`src/rtl/seqmem_pkg.sv`:
```
package seqmem_pkg;
   parameter int unsigned SEQ_ROWS_DEF  = 16;
   parameter int unsigned SEQ_WIDTH_DEF = 16;

   // Which side a ring serves; selects the reset-versus-enable gating variant
   typedef enum logic {RING_WR = 1'b0, RING_RD = 1'b1} ring_kind_e;
endpackage

```
`src/rtl/seqmem_ring.sv`:
```
module seqmem_ring
   import seqmem_pkg::*;
#(
   parameter int unsigned ROWS = SEQ_ROWS_DEF,
   parameter ring_kind_e  KIND = RING_RD
) (
   input  logic            clk,
   input  logic            rst,
   input  logic            adv,
   output logic [ROWS-1:0] tok,
   output logic [ROWS-1:0] wl
);
   localparam int unsigned LAST = ROWS - 1;

   logic step;
   assign step = adv & ~rst;

   // One cell per row; each cell only looks at its lower neighbour
   for (genvar k = 0; k < ROWS; k++) begin : g_cell
      localparam int unsigned PREV = (k == 0) ? LAST : k - 1;
      localparam logic        HOME = (k == 0) ? 1'b1 : 1'b0;
      always_ff @(posedge clk) begin
         if (rst)       tok[k] <= HOME;
         else if (step) tok[k] <= tok[PREV];
      end
   end

   // Row select: the write side gates with reset directly; the read side
   // also gates it, but through the same step term for a single fan-out
   if (KIND == RING_WR) begin : g_wsel
      assign wl = (adv && !rst) ? tok : '0;
   end else begin : g_rsel
      assign wl = step ? tok : '0;
   end
endmodule

```
`src/rtl/seqmem_array.sv`:
```
module seqmem_array
   import seqmem_pkg::*;
#(
   parameter int unsigned ROWS  = SEQ_ROWS_DEF,
   parameter int unsigned WIDTH = SEQ_WIDTH_DEF
) (
   input  logic             clk,
   input  logic [ROWS-1:0]  wr_wl,
   input  logic [WIDTH-1:0] wr_data,
   input  logic [ROWS-1:0]  rd_wl,
   input  logic             rd_rst,
   output logic [WIDTH-1:0] rd_data
);
   logic [WIDTH-1:0] cells [ROWS];
   logic [WIDTH-1:0] rd_mux;

   always_ff @(posedge clk) begin
      for (int k = 0; k < ROWS; k++) begin
         if (wr_wl[k]) cells[k] <= wr_data;
      end
   end

   // AND-OR selection from a one-hot select, no decoder
   always_comb begin
      rd_mux = '0;
      for (int k = 0; k < ROWS; k++) begin
         if (rd_wl[k]) rd_mux = rd_mux | cells[k];
      end
   end

   // Non-blocking update sees the pre-write word on a same-row collision
   always_ff @(posedge clk) begin
      if (rd_rst)      rd_data <= '0;
      else if (|rd_wl) rd_data <= rd_mux;
   end
endmodule

```
`src/rtl/seqmem_bank.sv`:
```
module seqmem_bank
   import seqmem_pkg::*;
#(
   parameter int unsigned ROWS  = SEQ_ROWS_DEF,
   parameter int unsigned WIDTH = SEQ_WIDTH_DEF
) (
   input  logic             clk,
   input  logic             wr_rst,
   input  logic             wr_en,
   input  logic [WIDTH-1:0] wr_data,
   input  logic             rd_rst,
   input  logic             rd_en,
   output logic [WIDTH-1:0] rd_data
);
   if (ROWS < 2) begin : g_bad_rows
      $error("seqmem_bank: ROWS must be at least 2");
   end
   if (WIDTH < 1) begin : g_bad_width
      $error("seqmem_bank: WIDTH must be at least 1");
   end

   logic [ROWS-1:0] wr_tok, wr_wl;
   logic [ROWS-1:0] rd_tok, rd_wl;

   seqmem_ring #(.ROWS(ROWS), .KIND(RING_WR)) u_wr_ring (
      .clk (clk),
      .rst (wr_rst),
      .adv (wr_en),
      .tok (wr_tok),
      .wl  (wr_wl)
   );

   seqmem_ring #(.ROWS(ROWS), .KIND(RING_RD)) u_rd_ring (
      .clk (clk),
      .rst (rd_rst),
      .adv (rd_en),
      .tok (rd_tok),
      .wl  (rd_wl)
   );

   seqmem_array #(.ROWS(ROWS), .WIDTH(WIDTH)) u_array (
      .clk     (clk),
      .wr_wl   (wr_wl),
      .wr_data (wr_data),
      .rd_wl   (rd_wl),
      .rd_rst  (rd_rst),
      .rd_data (rd_data)
   );
endmodule

```
`config.mk`:
```
export PLATFORM = sky130hd
export DESIGN_NAME = seqmem_bank
export DESIGN_NICKNAME = d
export VERILOG_FILES = /design/src/rtl/seqmem_pkg.sv /design/src/rtl/seqmem_ring.sv /design/src/rtl/seqmem_array.sv /design/src/rtl/seqmem_bank.sv
export SDC_FILE = /design/constraint.sdc
export NUM_CORES = 1
export LEC_CHECK = 0
export BUFFER_PORTS_ARGS = -buffer_cell sky130_fd_sc_hd__buf_2
export CORE_MARGIN = 2
export CORE_UTILIZATION = 45
export DETAILED_ROUTE_END_ITERATION = 8
export GPL_TIMING_DRIVEN = 0
export SETUP_SLACK_MARGIN = 0.5
export SYNTH_ARGS = -nofsm -noshare
export SYNTH_HDL_FRONTEND = slang
export SYNTH_SLANG_ARGS = --single-unit
```
`constraint.sdc`:
```
create_clock -name clk -period 2.3 [get_ports clk]
set_input_delay 0.46 -clock clk [delete_from_list [all_inputs] [get_ports clk]]
set_output_delay 0.46 -clock clk [all_outputs]
set_load 0.01 [all_outputs]
```
==> results.txt <==
* Final setup viols: 0
- STA classifies the critical path endpoint as a register.
* Final HPWL from detailed placement: 15.84 mm
- First-pass GRT wire length: 37.61 mm
* Horizontal die dimension: 161.2 um
* Largest incremental delay on the critical path: 0.38 ns
- First-pass DRT Iterations: 5
- Clock sink count: 304
* Per-cell via count in the routed design: 5.816
* Core outline area: 24320 um^2
* Data arrival time at the worst-slack endpoint: 2.20 ns
- After clock tree synthesis, the clock-pin slew on the worst setup and hold paths is 0.06 ns.
* Final clock skew: 0.01310 ns
- Time the final worst path needs with I/O delays and setup: 1.801 ns
* DRC viols: 0
- Timing would allow up to 0.5553 GHz.
* Cells after DPL: 969
- In the final routed layout, each cell accounts on average for 24.70 um.
- In this run the tool buffered the top-level ports with 33 buffer cells.
* Fraction of layout cells with a size suffix above 1: 23.78%
- Initial core utilization: 45.70%
- Adding up every negative setup slack in the final design gives 0 ns.
* Nature of the critical path startpoint: register
- Net count after synthesis: 633
- Unrepaired setup endpoints after global routing: true
- Worst path top cell family by delay: compound AO/OA/AOI/OAI gates
- For the pin with the worst max-slew slack, the measured transition is 0.9511 ns.
- Detailed-routing wirelength on met1: 10.92 mm
- Die area: 25970 um^2
* Global placement routability congestion: 0.7623
* Via count of the first global-routing pass: 5999
* Sum of routed wire length over all layers: 25.26 mm
- 1st-iter DRT viols: 598
* TritonCTS clock tree: built
* Min-Delay Path Class: input port to register
- Met2 routed wirelength: 11.91 mm
- Summing all multi-input logic gate instances after layout gives 2364 um^2.
* Top routing layer in use: met4
* Max-slew violation total from the final report: 0
- Across the run, the number of max-cap violations was 0.
* Clock Tree Root: sky130_fd_sc_hd__clkbuf_16
- # nets final: 697
- GRT Total Usage: 19.72%
- In this run the count of I/O pins placed on the die edge is 37.
- Flip-flop and latch area: 8648 um^2
- Slowest-stage cell, CP: sky130_fd_sc_hd__a221oi_1
- Maximum number of pins on one net before global-route repair: 17
* Critical path class: register to register
- Final worst-path cycle share: 78.29%
* Total congestion overflow: 0
- Run status: finished clean
- The Yosys step of the flow raised 0 warnings.
* Number of register bits inferred by synthesis: 304
* CP Max Fanout: 10
* Number of library cell types mapped by synthesis: 19
- Commonest non-fill, non-tap cell in the layout: sky130_fd_sc_hd__edfxtp_1
- Syn Inst Count: 612
* Worst path bufs/invs: 2
* Fill cell count: 1868
- Net switching is 19.31% of the power.
- Synth Cell Area: 11110 um^2
- Sequential power share: 52.9%
* Overall via count from detail_route: 5950
- Ordered list of cells on the worst path: buf_4 > buf_2 > a22o_1 > a221oi_1 > and4_1 > a211oi_2
- In this run the power spent charging and discharging nets is 2.208 mW.
- The top cell types in the final layout, fill and taps aside, are sky130_fd_sc_hd__edfxtp_1, sky130_fd_sc_hd__a22o_1, sky130_fd_sc_hd__buf_2, sky130_fd_sc_hd__a221oi_1, sky130_fd_sc_hd__dfxtp_1.
* Critical path data required time: 2.70 ns
- Once layout is complete, the cells apart from fillers number 1023.
* Power share of the clock group: 43.5%
- Post-Syn Area per Cell: 18.16 um^2
- Met3 Routed Length: 2.040 mm
- Relative slew margins: 36.59%
- Counting along the longest clock path gives a buffer depth of 3.
- VDD sags by at most 520.8 uV.
- Leakage: 4.313 nW
- The initialized floorplan defines 57 standard-cell rows.
* Number of nets with antenna violations after routing: 0
- The clock reaches the later pin of the worst-skew pair after 0.54 ns.
- Hold repair after CTS inserted 0 buffers.
- Cell internal power was estimated by the tool at 9.224 mW.
- Die H: 161.2 um
- Post-CTS timing repair inserted 0 buffers for setup.
- Hold violation total from the final report: 0
- Initial antenna violation count: 2
* Cell area power density: 886.5 nW/um^2
- Layout overhead on the synthesized area: 16.02%
- Combinational cells account for 3.6% of the total power.
- Num CTS Buffers: 29
- Share of the yosys chip area belonging to registers: 77.81%
- In this run the number of H-tree levels came out at 1.
==> power by group through the flow <==
stage / Sequential, mW / Combinational (mW) / Clock (mW)
5_1_grt: 6.05 / 0.451 / 5.25
4_1_cts: 6.04 / 0.409 / 5.03
3_5_place_dp: 6.16 / 0.402 / 0
6_report: 6.04 / 0.414 / 4.97
3_3_place_gp: 6.16 / 0.393 / 0
2_1_floorplan: 6.17 / 0.208 / 0
==> Yosys cell counts <==
cell type | instances | area share [%]
sky130_fd_sc_hd__buf_1 | 1 | 0.034
sky130_fd_sc_hd__a41oi_4 | 1 | 0.25
sky130_fd_sc_hd__nor2b_1 | 3 | 0.17
sky130_fd_sc_hd__inv_1 | 1 | 0.034
sky130_fd_sc_hd__clkbuf_1 | 8 | 0.27
sky130_fd_sc_hd__mux2i_1 | 30 | 2.7
sky130_fd_sc_hd__a221oi_1 | 64 | 5.0
sky130_fd_sc_hd__nor4_4 | 4 | 0.77
sky130_fd_sc_hd__nor2_1 | 46 | 1.6
sky130_fd_sc_hd__buf_6 | 6 | 0.61
sky130_fd_sc_hd__a211o_1 | 2 | 0.16
sky130_fd_sc_hd__and2_1 | 16 | 0.90
sky130_fd_sc_hd__and4_1 | 16 | 1.3
sky130_fd_sc_hd__buf_2 | 19 | 0.86
sky130_fd_sc_hd__a211oi_2 | 16 | 1.8
sky130_fd_sc_hd__buf_4 | 11 | 0.74
sky130_fd_sc_hd__a22o_1 | 64 | 5.0
sky130_fd_sc_hd__dfxtp_1 | 48 | 8.6
sky130_fd_sc_hd__edfxtp_1 | 256 | 69
==> routing by layer <==
| metal | vias to the layer above | GRT usage, % |
|---|---|---|
| met5 | - | 0 |
| met2 | 216 | 31.33 |
| met3 | 30 | 2.979 |
| li1 | 2647 | - |
| met4 | 0 | 3.977 |
| met1 | 3057 | 29.30 |
==> flip-flops by register name, summed over array words and instances, names as in the netlist <==
signal           cells
u_array.rd_data     16
u_array.cells      256
u_rd_ring.tok       16
u_wr_ring.tok       16
==> cell families after synthesis <==
kind of cell	Yosys count	synth area share [%]
mux	30	2.702
buf+inv	46	2.544
simple gates	85	4.649
compound gates	147	12.29
flops	304	77.81
==> worst reg2reg max path, cell delays in order (launching register included) <==
cell and delay [ns]:
sky130_fd_sc_hd__dfxtp_1 0.30, sky130_fd_sc_hd__buf_4 0.19, sky130_fd_sc_hd__buf_2 0.21, sky130_fd_sc_hd__a22o_1 0.22, sky130_fd_sc_hd__a221oi_1 0.38, sky130_fd_sc_hd__and4_1 0.29, sky130_fd_sc_hd__a211oi_2 0.07
==> area by class of cell <==
type	instances	area share [%]
clock buffers	39	6.394
repair buffers	33	1.281
inverters	1	0.02911
multi-input cells	262	18.33
plain buffers	45	2.251
diodes	1	0.01941
well taps	324	3.144
flip-flops and latches	304	67.07
clock inverters	14	1.485
==> timing repair <==
item                       4_1_cts  5_1_grt
resized for setup               11       22
pin swaps                        0        2
setup endpoints to repair        7      218
hold endpoints to repair         0        0
==> path summary, 6_finish.rpt <==
| check | cells after the start | slack [ns] | startpoint | endpoint |
|---|---|---|---|---|
| hold reg to reg | 2 | 0.52 | u_wr_ring.tok[11]$_SDFFE_PP0P_ | u_wr_ring.tok[11]$_SDFFE_PP0P_ |
| setup reg to reg | 6 | 0.50 | u_rd_ring.tok[6]$_SDFFE_PP0N_ | u_array.rd_data[10]$_SDFFE_PP0P_ |
| setup / recovery | 6 | 0.50 | u_rd_ring.tok[6]$_SDFFE_PP0N_ | u_array.rd_data[10]$_SDFFE_PP0P_ |
| hold / removal | 2 | 0.18 | rd_rst | u_array.rd_data[0]$_SDFFE_PP0P_ |
==> per-stage QoR <==
stage                     setup slack [ns]  util, %  hold WS [ns]  power (mW)  area (um^2)
after floorplan                     0.4924        -        0.4492       6.380        11130
after global placement            -0.07837    48.10        0.4835       6.552        11700
after detailed placement          -0.05260    48.10        0.5004       6.564        11700
after CTS                           0.3748    52.50        0.1655       11.48        12770
after global routing                0.3580    53.01        0.1792       11.75        12890
final                               0.4992    53.02        0.1753       11.43        12890
Power figures use the tool's default switching activity.
